### config.mk
export PLATFORM = sky130hd
export DESIGN_NAME = irq_stack_seq
export DESIGN_NICKNAME = d
export VERILOG_FILES = /design/src/rtl/irqs_pkg.sv /design/src/rtl/irqs_arbiter.sv /design/src/rtl/irqs_push_sel.sv /design/src/rtl/irqs_pull_merge.sv /design/src/rtl/irq_stack_seq.sv
export SDC_FILE = /design/constraint.sdc
export NUM_CORES = 1
export LEC_CHECK = 0
export BUFFER_PORTS_ARGS = -buffer_cell sky130_fd_sc_hd__buf_2
export CELL_PAD_IN_SITES_DETAIL_PLACEMENT = 0
export CELL_PAD_IN_SITES_GLOBAL_PLACEMENT = 1
export CORE_MARGIN = 8
export CORE_UTILIZATION = 35
export DETAILED_ROUTE_END_ITERATION = 6
export GPL_TIMING_DRIVEN = 0
export PLACE_DENSITY_LB_ADDON = 0.1
export REMOVE_ABC_BUFFERS = 1
export SLEW_MARGIN = 20
export SYNTH_ARGS = -nofsm -noshare
export SYNTH_HDL_FRONTEND = slang
export SYNTH_HIERARCHICAL = 1
export SYNTH_SLANG_ARGS = --single-unit
### constraint.sdc
create_clock -name clk -period 3.5 [get_ports clk]
set_clock_uncertainty 0.2 [all_clocks]
set_input_delay 0.175 -clock clk [delete_from_list [all_inputs] [get_ports clk]]
set_output_delay 0.175 -clock clk [all_outputs]
set_load 0.03 [all_outputs]
### src/rtl/irqs_pkg.sv
package irqs_pkg;

    localparam int AW       = 16;
    localparam int DW       = 8;
    localparam int N_BYTES  = 9;
    localparam int CW       = 4;
    localparam int I_POS    = 4;
    localparam int X_POS    = 6;

    typedef enum logic [2:0] {
        S_IDLE,
        S_PUSH,
        S_VEC,
        S_PULL,
        S_LOAD
    } seq_e;

    typedef struct packed {
        logic [AW-1:0] pc;
        logic [AW-1:0] ix;
        logic [AW-1:0] iy;
        logic [DW-1:0] acc_a;
        logic [DW-1:0] acc_b;
        logic [DW-1:0] ccr;
    } regfile_t;

    typedef struct packed {
        seq_e          st;
        logic [CW-1:0] cnt;
        logic [AW-1:0] sp;
        logic [AW-1:0] vec;
        logic          x_taken;
        regfile_t      rf;
    } ctl_t;

endpackage

### src/rtl/irqs_arbiter.sv
module irqs_arbiter #(
    parameter int          N_SRC    = 4,
    parameter logic [15:0] VEC_XIRQ = 16'hFFF4,
    parameter logic [15:0] VEC_BASE = 16'hFFF2
) (
    input  logic [N_SRC-1:0] irq_req,
    input  logic [N_SRC-1:0] irq_en,
    input  logic             xirq_req,
    input  logic             i_mask,
    input  logic             x_mask,
    output logic             take,
    output logic             x_win,
    output logic [15:0]      vec_addr
);
    localparam int IW = (N_SRC > 1) ? $clog2(N_SRC) : 1;

    logic [N_SRC-1:0] live;
    logic [IW-1:0]    sel;
    logic             any_live;
    logic [15:0]      offset;

    for (genvar k = 0; k < N_SRC; k++) begin : g_gate
        assign live[k] = irq_req[k] & irq_en[k] & ~i_mask;
    end

    always_comb begin
        sel = '0;
        for (int k = N_SRC - 1; k >= 0; k--) begin
            if (live[k]) sel = IW'(k);
        end
    end

    assign any_live = |live;
    assign x_win    = xirq_req & ~x_mask;
    assign take     = x_win | any_live;
    assign offset   = 16'(sel) << 1;
    assign vec_addr = x_win ? VEC_XIRQ : (VEC_BASE - offset);

endmodule

### src/rtl/irqs_push_sel.sv
module irqs_push_sel
    import irqs_pkg::*;
(
    input  regfile_t       rf,
    input  logic [CW-1:0]  idx,
    output logic [DW-1:0]  byte_out
);
    always_comb begin
        case (idx)
            4'd0:    byte_out = rf.pc[7:0];
            4'd1:    byte_out = rf.pc[15:8];
            4'd2:    byte_out = rf.iy[7:0];
            4'd3:    byte_out = rf.iy[15:8];
            4'd4:    byte_out = rf.ix[7:0];
            4'd5:    byte_out = rf.ix[15:8];
            4'd6:    byte_out = rf.acc_a;
            4'd7:    byte_out = rf.acc_b;
            default: byte_out = rf.ccr;
        endcase
    end

endmodule

### src/rtl/irqs_pull_merge.sv
module irqs_pull_merge
    import irqs_pkg::*;
(
    input  regfile_t       rf_in,
    input  logic [CW-1:0]  idx,
    input  logic [DW-1:0]  data,
    output regfile_t       rf_out
);
    always_comb begin
        rf_out = rf_in;
        case (idx)
            4'd0:    rf_out.pc[7:0]   = data;
            4'd1:    rf_out.pc[15:8]  = data;
            4'd2:    rf_out.iy[7:0]   = data;
            4'd3:    rf_out.iy[15:8]  = data;
            4'd4:    rf_out.ix[7:0]   = data;
            4'd5:    rf_out.ix[15:8]  = data;
            4'd6:    rf_out.acc_a     = data;
            4'd7:    rf_out.acc_b     = data;
            default: rf_out.ccr       = data;
        endcase
    end

endmodule

### src/rtl/irq_stack_seq.sv
module irq_stack_seq
    import irqs_pkg::*;
#(
    parameter int          N_SRC    = 4,
    parameter logic [15:0] VEC_XIRQ = 16'hFFF4,
    parameter logic [15:0] VEC_BASE = 16'hFFF2
) (
    input  logic             clk,
    input  logic             rst_n,
    input  logic             insn_done,
    input  logic             rti_req,
    input  logic [N_SRC-1:0] irq_req,
    input  logic [N_SRC-1:0] irq_en,
    input  logic             xirq_req,
    input  logic [15:0]      pc_in,
    input  logic [15:0]      ix_in,
    input  logic [15:0]      iy_in,
    input  logic [7:0]       acc_a_in,
    input  logic [7:0]       acc_b_in,
    input  logic [7:0]       ccr_in,
    input  logic [15:0]      sp_in,
    output logic             mem_we,
    output logic             mem_re,
    output logic [15:0]      mem_addr,
    output logic [7:0]       mem_wdata,
    input  logic [7:0]       mem_rdata,
    output logic             busy,
    output logic             regs_load,
    output logic [15:0]      pc_out,
    output logic [15:0]      ix_out,
    output logic [15:0]      iy_out,
    output logic [7:0]       acc_a_out,
    output logic [7:0]       acc_b_out,
    output logic [7:0]       ccr_out,
    output logic [15:0]      sp_out
);
    localparam logic [CW-1:0] LAST_IDX = CW'(N_BYTES - 1);

    ctl_t          ctl_d, ctl_q;
    logic          arb_take, arb_x;
    logic [15:0]   arb_vec;
    logic [DW-1:0] push_byte;
    logic [CW-1:0] pull_idx;
    regfile_t      merged_rf;
    regfile_t      in_rf;

    assign in_rf = '{pc: pc_in, ix: ix_in, iy: iy_in,
                     acc_a: acc_a_in, acc_b: acc_b_in, ccr: ccr_in};

    irqs_arbiter #(
        .N_SRC    (N_SRC),
        .VEC_XIRQ (VEC_XIRQ),
        .VEC_BASE (VEC_BASE)
    ) u_arb (
        .irq_req  (irq_req),
        .irq_en   (irq_en),
        .xirq_req (xirq_req),
        .i_mask   (ccr_in[I_POS]),
        .x_mask   (ccr_in[X_POS]),
        .take     (arb_take),
        .x_win    (arb_x),
        .vec_addr (arb_vec)
    );

    irqs_push_sel u_push (
        .rf       (ctl_q.rf),
        .idx      (ctl_q.cnt),
        .byte_out (push_byte)
    );

    // Pull step j restores the byte that push step (8 - j) stored
    assign pull_idx = LAST_IDX - ctl_q.cnt;

    irqs_pull_merge u_pull (
        .rf_in  (ctl_q.rf),
        .idx    (pull_idx),
        .data   (mem_rdata),
        .rf_out (merged_rf)
    );

    always_comb begin
        ctl_d     = ctl_q;
        mem_we    = 1'b0;
        mem_re    = 1'b0;
        mem_addr  = ctl_q.sp;
        mem_wdata = push_byte;
        regs_load = 1'b0;
        busy      = 1'b0;

        case (ctl_q.st)
            S_IDLE: begin
                if (insn_done && rti_req) begin
                    ctl_d.st  = S_PULL;
                    ctl_d.cnt = '0;
                    ctl_d.sp  = sp_in;
                    ctl_d.rf  = in_rf;
                end else if (insn_done && arb_take) begin
                    ctl_d.st      = S_PUSH;
                    ctl_d.cnt     = '0;
                    ctl_d.sp      = sp_in;
                    ctl_d.rf      = in_rf;
                    ctl_d.vec     = arb_vec;
                    ctl_d.x_taken = arb_x;
                end
            end

            S_PUSH: begin
                busy     = 1'b1;
                mem_we   = 1'b1;
                mem_addr = ctl_q.sp;
                ctl_d.sp = ctl_q.sp - 16'd1;
                if (ctl_q.cnt == LAST_IDX) begin
                    // masks change only once the CCR byte is on the stack
                    ctl_d.rf.ccr[I_POS] = 1'b1;
                    if (ctl_q.x_taken) ctl_d.rf.ccr[X_POS] = 1'b1;
                    ctl_d.st  = S_VEC;
                    ctl_d.cnt = '0;
                end else begin
                    ctl_d.cnt = ctl_q.cnt + CW'(1);
                end
            end

            S_VEC: begin
                busy     = 1'b1;
                mem_re   = 1'b1;
                mem_addr = ctl_q.vec + 16'(ctl_q.cnt);
                if (ctl_q.cnt == '0) begin
                    ctl_d.rf.pc[15:8] = mem_rdata;
                    ctl_d.cnt         = CW'(1);
                end else begin
                    ctl_d.rf.pc[7:0] = mem_rdata;
                    ctl_d.st         = S_LOAD;
                    ctl_d.cnt        = '0;
                end
            end

            S_PULL: begin
                busy     = 1'b1;
                mem_re   = 1'b1;
                mem_addr = ctl_q.sp + 16'd1;
                ctl_d.sp = ctl_q.sp + 16'd1;
                ctl_d.rf = merged_rf;
                if (ctl_q.cnt == LAST_IDX) begin
                    ctl_d.st  = S_LOAD;
                    ctl_d.cnt = '0;
                end else begin
                    ctl_d.cnt = ctl_q.cnt + CW'(1);
                end
            end

            S_LOAD: begin
                regs_load = 1'b1;
                ctl_d.st  = S_IDLE;
            end

            default: ctl_d.st = S_IDLE;
        endcase
    end

    always_ff @(posedge clk) begin
        if (!rst_n) begin
            ctl_q <= '{st: S_IDLE, cnt: '0, sp: '0, vec: '0,
                       x_taken: 1'b0, rf: '0};
        end else begin
            ctl_q <= ctl_d;
        end
    end

    assign pc_out    = ctl_q.rf.pc;
    assign ix_out    = ctl_q.rf.ix;
    assign iy_out    = ctl_q.rf.iy;
    assign acc_a_out = ctl_q.rf.acc_a;
    assign acc_b_out = ctl_q.rf.acc_b;
    assign ccr_out   = ctl_q.rf.ccr;
    assign sp_out    = ctl_q.sp;

endmodule

==> run summary <==
status = finished with violations
failing checks = negative hold slack
max-cap viol count = 0
CP startpoint kind = register
Max Freq = 0.2977 GHz
CTS tree = built
post-synthesis adder-cell area fraction = 0.01306
Root Driver = clkbuf_16
register area share after synthesis = 0.2437
worst vdd ir = 0.0002318 V
main combinational cell family by area after synthesis = compound AO/OA/AOI/OAI gates
Setup Viol. Count Final = 0
reg2reg start = ctl_q[105]
Initial Utilization = 0.3551
Final Cell Area = 11070 µm²
top cell family by delay on the critical path = compound AO/OA/AOI/OAI gates
DRT Pass-1 Iters = 5
DRT Wirelength = 34560 µm
Synth area leaders = dfxtp_1 (24%), mux2_2 (9.4%), buf_4 (8.2%)
die area = 31730 µm²
Layout Nets = 1379
GP Congestion = 0.8099
critical path buffer and inverter count = 3
Die Height = 178.1 µm
Fin Setup TNS = 0 ns
grt total ovfl = 0
Final Hold Fails = 1
crit path kind = reg -> out
most common cell after layout, fill and taps aside = buf_2
htree depth = 3
Compound-Gate Fraction of Synth Area = 0.2558
clock buffer count from CTS = 9
mux share of post-synthesis cell area = 0.1496
Worst Min Path Start = ccr_in[5]
ys flop type = dfxtp_1
post-route ant nets = 0
largest net degree at the start of global routing = 55
vias per cell = 5.532
fin crit share = 0.9598
DP Area = 9955 µm²
WL per Instance = 21.59 µm
Final HPWL DP = 24360 µm
worst path cell trace = buf_12 > ha_1 > inv_1 > fa_1 > nor2b_2 > o21ai_2 > a2111oi_4 > xor2_2 > o221a_1 > buf_2
maximum root-to-sink buffer count = 2
first-pass GRT wire length = 52490 µm
post-synthesis average cell area = 8.251 µm²
Critical Path Fanout Max = 24
number of synthesized flops with an enable pin = 0
Synth area leader = dfxtp_1
CP max-delay cell = fa_1
Yosys top cell area share = 0.2437
relative slew slack = 0.3019
synthesized instance count = 1115
#FFs+latches synth = 112
Core Area = 25910 µm²
fin. max-slew vios = 0
routed via count = 8856
beginning of the critical path = ctl_q[105]
IO Port Bufs = 224
slowest stage delay, CP = 0.41 ns
Ports = 225
most frequent cells in the layout = buf_2 (224), nor2_1 (116), dfxtp_1 (105)
ys async rst share = 0
Pwr per Cell Area = 526.7 nW/µm²
Die X = 178.1 µm
antenna cells = 0
Leak = 4.619 nW
area grow syn2layout = 20.35%
worst min path class = in -> reg
slew of the pin with the lowest slew margin = 1.047 ns
All-Layer GR Usage = 0.2108
clock sinks = 112
Post-Synth XOR/XNOR Area = 0.01809
Post-Syn Area = 9200 µm²
CP endpoint kind = output port
DRC viols = 0
Clk Latency, worst-skew pair = 0.36 ns
RSZ-0062 raised after global routing = no
fin crit period = 3.359 ns
worst path arrival time = 2.98 ns
First DRT Iteration DRCs = 619
Worst Path Required = 3.12 ns
Distinct cells, synth = 89
fraction of layout cells with a size suffix above 1 = 0.3096
simple logic cell fraction of the synthesized area = 0.1814
vias in the first global route = 8667
Reg clk slew, reported paths = 0.09 ns
number of antenna violations at the first check in global routing = 1
hold slack = -0.006150 ns
Syn. warnings = 6
Tot Pwr = 5.832 mW
num rows = 59
state kept, by name, summed over array words and instances, names as in the netlist:
| name | flops |
|---|---|
| pc_out | 16 |
| ctl_q | 24 |
| ix_out | 16 |
| ccr_out | 8 |
| iy_out | 16 |
| acc_b_out | 8 |
| sp_out | 16 |
| acc_a_out | 8 |
path summary, 6_finish.rpt:
path | end | slack, ns | cells past startpoint
hold / removal | ccr_out[5] | -0.006 | 3
hold reg to reg | ctl_q[75] | 0.31 | 2
setup reg to reg | pc_out[14] | 0.23 | 10
setup / recovery | mem_addr[14] | 0.14 | 10
metal layers:
metal | track usage | part of all wire
met3 | 0.03175 | 0.053
met5 | 0 | 0.00026
met1 | 0.2981 | 0.48
met2 | 0.3289 | 0.45
met4 | 0.05210 | 0.013
worst reg2reg max path, cell delays in order, from the launching register on:
cell and delay (ns):
dfxtp_4 0.36, buf_4 0.19, nor3_1 0.46, xor2_4 0.22, buf_16 0.22, nor4b_4 0.67
mux2_2 0.41, a21oi_1 0.13, o2bb2ai_1 0.08, mux2i_1 0.14, nor2_1 0.05
layout make-up:
class,count,area (µm²)
inverter,17,77.57
fill,2651,14840
multi-input combinational,805,5816
timing repair buffer,316,2215
clock inverter,6,55.05
sequential,112,2261
clock buffer,10,229.0
tap,335,419.2
cells by family (layout without fill, tap and decap cells):
kind of cell,count (synthesis),after routing
AOI/OAI and AO/OA,334,334
xor gates and xnor gates,19,19
adders and majority gates,9,9
buffers and inverters,208,349
DFF,112,112
muxes,125,125
other,2,12
and+or+nand+nor,306,306
Yosys cell counts (5+ instances only):
cell,number
a22oi_1,66
a221oi_1,5
o2bb2ai_1,8
o211ai_1,6
nor2_1,117
dfxtp_1,112
o22ai_1,11
o21ai_0,35
buf_4,100
a2111oi_0,7
buf_1,5
nand2b_1,15
and3_1,9
o21a_1,5
a21oi_1,60
clkbuf_1,52
xor2_1,7
nand2_1,39
mux2_2,77
o221ai_1,5
buf_6,5
a211oi_1,64
a21o_1,6
a221o_1,7
nor2b_1,19
a31oi_1,5
buf_2,26
xnor2_1,12
o21ai_1,6
inv_1,15
nor3_1,18
ha_1,8
mux2i_1,46
nand3_1,31
power by group:
group          internal [mW]  switching [mW]
sequential              1.49           0.339
clock                  0.498           0.572
combinational           1.12            1.81
through the flow:
stage / setup slack, ns / util / cells
CTS: 0.01308 / 0.4247 / 1600
global route: 0.008428 / 0.4273 / 1601
global placement: -2.304 / 0.3698 / 1493
detailed placement: -0.9591 / 0.3842 / 1509
floorplan: -0.4148 / - / 934
finish: 0.1408 / 0.4273 / 1601
repair_timing:
action / in CTS / in global routing
pin swaps: 2 / 3
setup buffers: 3 / 1
hold endpoints to repair: 72 / 0
endpoints found under the setup margin: 78 / 43
hold buffers: 72 / 0
resized for setup: 9 / 12
Power figures use the tool's default switching activity.
